File: src/rtl/homeo_thresh_tuner.sv
module homeo_thresh_tuner #(
  parameter int CUR_W     = 7,
  parameter int WIN_LEN   = 40,
  parameter int NB        = 7,
  parameter int EDGE_STEP = 9,
  parameter int STD_THR   = 15000,
  parameter int R_DEN     = 8,
  parameter int THR_W     = 32
) (
  input  logic             clk,
  input  logic             rst,
  input  logic [CUR_W-1:0] cur_cnt,
  output logic [THR_W-1:0] thr_out,
  output logic             thr_upd
);

  localparam int CNT_W  = $clog2(WIN_LEN);
  localparam int BAND_W = $clog2(NB);
  localparam int TAB_N  = 1 << BAND_W;
  localparam int R_BASE = R_DEN - NB + 1;
  localparam logic [BAND_W-1:0] TOP_BAND = BAND_W'(NB - 1);
  localparam logic [CNT_W-1:0]  LAST_CNT = CNT_W'(WIN_LEN - 1);

  logic [CNT_W-1:0]  win_cnt;
  logic [CUR_W-1:0]  run_max;
  logic [CUR_W-1:0]  peak_now;
  logic [BAND_W-1:0] prev_band;
  logic [BAND_W-1:0] band_now;
  logic [NB-1:1]     above;
  logic [THR_W-1:0]  thr_tab [TAB_N];
  logic              win_end;

  assign win_end = (win_cnt == LAST_CNT);

  // The first sample of a window replaces the old maximum instead of being compared with it.
  assign peak_now = (win_cnt == '0)       ? cur_cnt :
                    (cur_cnt > run_max)    ? cur_cnt : run_max;

  for (genvar g = 1; g < NB; g++) begin : g_edge
    assign above[g] = (32'(peak_now) >= 32'(g * EDGE_STEP));
  end

  always_comb begin
    band_now = '0;
    for (int i = 1; i < NB; i++) band_now = band_now + BAND_W'(above[i]);
  end

  for (genvar b = 0; b < TAB_N; b++) begin : g_tab
    if (b < NB) begin : g_used
      assign thr_tab[b] = THR_W'((STD_THR * (b + R_BASE)) / R_DEN);
    end else begin : g_spare
      assign thr_tab[b] = THR_W'(STD_THR);
    end
  end

  always_ff @(posedge clk) begin
    if (rst) begin
      win_cnt   <= '0;
      run_max   <= '0;
      prev_band <= TOP_BAND;
      thr_out   <= THR_W'(STD_THR);
      thr_upd   <= 1'b0;
    end else begin
      win_cnt <= win_end ? '0 : win_cnt + 1'b1;
      run_max <= peak_now;
      thr_upd <= 1'b0;
      if (win_end) begin
        prev_band <= band_now;
        if (band_now != prev_band) begin
          thr_out <= thr_tab[band_now];
          thr_upd <= 1'b1;
        end
      end
    end
  end


  upd_at_boundary_chk: assert property (@(posedge clk) disable iff (rst)
    thr_upd |-> (win_cnt == '0));


  thr_hold_chk: assert property (@(posedge clk) disable iff (rst)
    !thr_upd |-> $stable(thr_out));


  upd_moves_thr_chk: assert property (@(posedge clk) disable iff (rst)
    thr_upd |-> (thr_out != $past(thr_out)));


  upd_single_chk: assert property (@(posedge clk) disable iff (rst)
    thr_upd |=> !thr_upd);


  thr_range_chk: assert property (@(posedge clk) disable iff (rst)
    (thr_out >= THR_W'((STD_THR * R_BASE) / R_DEN)) && (thr_out <= THR_W'(STD_THR)));

endmodule

File: config.mk
export PLATFORM = sky130hd
export DESIGN_NAME = homeo_thresh_tuner
export DESIGN_NICKNAME = d
export VERILOG_FILES = /design/src/rtl/homeo_thresh_tuner.sv
export SDC_FILE = /design/constraint.sdc
export NUM_CORES = 1
export LEC_CHECK = 0
export BUFFER_PORTS_ARGS = -buffer_cell sky130_fd_sc_hd__buf_4
export CAP_MARGIN = 20
export CELL_PAD_IN_SITES_DETAIL_PLACEMENT = 0
export CELL_PAD_IN_SITES_GLOBAL_PLACEMENT = 1
export CORE_MARGIN = 1
export CORE_UTILIZATION = 30
export DETAILED_ROUTE_END_ITERATION = 10
export PLACE_DENSITY = 0.69
export SYNTH_ARGS = -nofsm -noshare
export SYNTH_HDL_FRONTEND = slang
export SYNTH_SLANG_ARGS = --single-unit
File: constraint.sdc
create_clock -name clk -period 12.06 [get_ports clk]
set_input_delay 2.412 -clock clk [delete_from_list [all_inputs] [get_ports clk]]
set_output_delay 2.412 -clock clk [all_outputs]
set_load 0.01 [all_outputs]
==> impl_metrics.csv <==
group,metric,value,unit
floorplan,dieArea,7070,um^2
sta,post-route-min-period,7.54,ns
setup_path,cp-end-kind,"register",
finish,final_cell_mix,"30 x dfxtp_1, 25 x nor2_1, 23 x buf_4",
sta,tns,0,ns
finish,fillerInstances,681,
sta,fin_ws,4.52,ns
setup_path,rr_worst_depth,15,
grt,overflow,0,
clock_network,numCtsBuffers,5,
setup_path,r2r_slack,6.33,ns
grt,grt_pass1_vias,1459,
routing,wl_met3,211,um
floorplan,rows,29,
sta,worst_pin_slew,0.889,ns
setup_path,critical_path_required,12.23,ns
sta,fmax,133,MHz
setup_path,path_class,"in2reg",
floorplan,core-area,6420,um^2
worst_hold_path,whs_endpoint,"thr_out[12]",
finish,final_common_cell,"dfxtp_1",
logic_synthesis,synth_flop_cell,"dfxtp_1",
logic_synthesis,ys_warn_count,0,
place,post_dp_cell_area,2140,um^2
setup_path,crit_fanout,17,
setup_path,crit-reg2reg-launch,"run_max[4]",
place,post-place-ws,4.18,ns
pwr,cellPowerDensity,161,nW/um^2
logic_synthesis,syn_area,2020,um^2
clock_network,htree_levels,2,
routing,vias,1624,
clock_network,cts.reportedPaths.clkPinSlew,0.06,ns
grt,grt_max_degree,37,
status,violations,"design-rule violations",
setup_path,critical_path.startpoint_type,"input pin",
clock_network,cts-resized-gates,0,
floorplan,ioPinCount,42,
setup_path,r2r_end,"thr_out[4]",
place,post-place-cells,321,
logic_synthesis,synth-edff-count,0,
grt,antenna_found_initial,0,
job,maxCapViolations,0,
place,port_buffers,23,
routing,drt_iter0_drc,84,
worst_hold_path,min_path_type,"reg2reg",
finish,finalInstanceArea,2240,um^2
sta,setup_viol,0,
routing,met2_length,1.77,mm
finish,post-route-util,34.8,%
logic_synthesis,synth.distinct_cells,49,
setup_path,crit_arrival,7.71,ns
routing,highest_layer,"met4",
place,dpl.hpwl,2.87,mm
sta,fin_crit_sh,62.5,%
finish,fin_nets,277,
grt,grt_use_total,11.9,%
routing,totalWireLength,3.97,mm
clock_network,ctsLongestPathBuffers,2,
floorplan,die_w,84.1,um
logic_synthesis,async_reset_ff_share,0,%
sta,hold_violations,0,
pwr,power_leakage,0.897,nW
sta,slew-limit-headroom,40.3,%
worst_hold_path,hp-start,"thr_out[12]",
logic_synthesis,netlist_instances,234,
worst_hold_path,hold_depth,1,
clock_network,cts_setup_buffers,0,
finish,stdcell_count,329,
routing,final_antenna_net_count,0,
grt,grt_pass1_wl,6.73,mm
sta,rsz0062_at_grt,"false",
status,status,"finished with violations",
sta,whs,0.473,ns
clock_network,cts_root_buffer,"clkbuf_8",
clock_network,tritoncts,"yes",
clock_network,cts_sinks,30,
floorplan,fp.dieH,84.1,um
place,place_congestion,0.782,
pwr,peakVddDrop,72.4,uV
sta,skew,0.00326,ns
finish,syn_to_final_growth,10.6,%
finish,n_antenna_cell,0,
clock_network,hold_buffers,0,
routing,wl_per_cell,12.1,um
logic_synthesis,synth.yosys.seq_area_share,29.7,%
routing,drc,8,
clock_network,clk_latency,0.28,ns
routing,viasPerCell,4.94,
logic_synthesis,yosys_register_bits,30,
logic_synthesis,synth_area_per_cell,8.64,um^2
sta,slew_viol_final,0,
floorplan,initial_core_util,31.5,%
routing,first_pass_iters,7,
pwr,power.total,0.359,mW
finish,drive_gt1_share,16.7,%
routing,met1_length,1.92,mm
==> flip-flops by register name (all words and copies together) (netlist names) <==
| register | cells |
|---|---|
| prev_band | 3 |
| run_max | 7 |
| thr_out | 13 |
| thr_upd | 1 |
| win_cnt | 6 |
==> report_power, final <==
group / total (mW) / switching [mW] / internal, mW
sequential: 0.107 / 0.00404 / 0.103
clock: 0.0817 / 0.0358 / 0.0459
combinational: 0.171 / 0.114 / 0.0570
total: 0.359 / 0.153 / 0.206
==> worst max-delay path, stage by stage <==
cell and delay (ns):
buf_4 0.14, ha_1 0.31, a211oi_1 0.21, o21bai_1 0.13, o21ai_1 0.71, and2_1 0.42, o211ai_1 0.18, fa_1 0.52
fa_1 0.50, ha_1 0.23, fa_1 0.57, xor2_1 0.27, o311ai_4 0.66, a211oi_1 0.11, a211o_2 0.33
==> layer usage <==
metal	vias to the layer above	global-route usage (%)
li1	825	-
met1	751	16.0
met2	42	17.8
met3	6	2.97
met4	0	5.64
met5	-	0
==> kinds of logic after synthesis <==
logic type | Yosys count | share of synthesized area, %
and+or+nand+nor | 80 | 21.7
DFF | 30 | 29.7
AOI/OAI and AO/OA | 55 | 19.2
xor gates and xnor gates | 7 | 3.40
buffers and inverters | 42 | 12.6
other | 1 | 0.185
adders and majority gates | 17 | 11.6
muxes | 2 | 1.61
==> cell usage after synthesis, types with 6 or more instances <==
library cell	instances	area share, %
dfxtp_1	30	30
nor2_1	25	4.6
buf_4	19	7.1
ha_1	14	8.7
a21oi_1	12	3.0
inv_1	12	2.2
nor3_1	12	3.0
o21ai_0	11	2.7
nand2_1	9	1.7
nand3_1	6	1.5
nand4b_1	6	2.6
==> cell type report <==
type | count | area (um^2) | share of cell area [%]
flip-flops and latches | 30 | 601 | 26.9
clock buffers | 7 | 86.3 | 3.86
well taps | 77 | 96.3 | 4.31
repair buffers | 23 | 173 | 7.72
multi-input cells | 179 | 1230 | 55.0
inverters | 12 | 45.0 | 2.01
clock inverters | 1 | 5.00 | 0.224
==> worst max-delay path by stage <==
stage,cells past startpoint,endpoint,from
floorplan,15,thr_out[12],cur_cnt[4]
global placement,15,thr_out[4],cur_cnt[4]
detailed placement,15,thr_out[4],cur_cnt[4]
CTS,15,thr_out[4],cur_cnt[4]
global route,15,thr_out[4],cur_cnt[4]
finish,15,thr_out[4],cur_cnt[4]
Note: power is estimated with default switching activity, not from simulation.
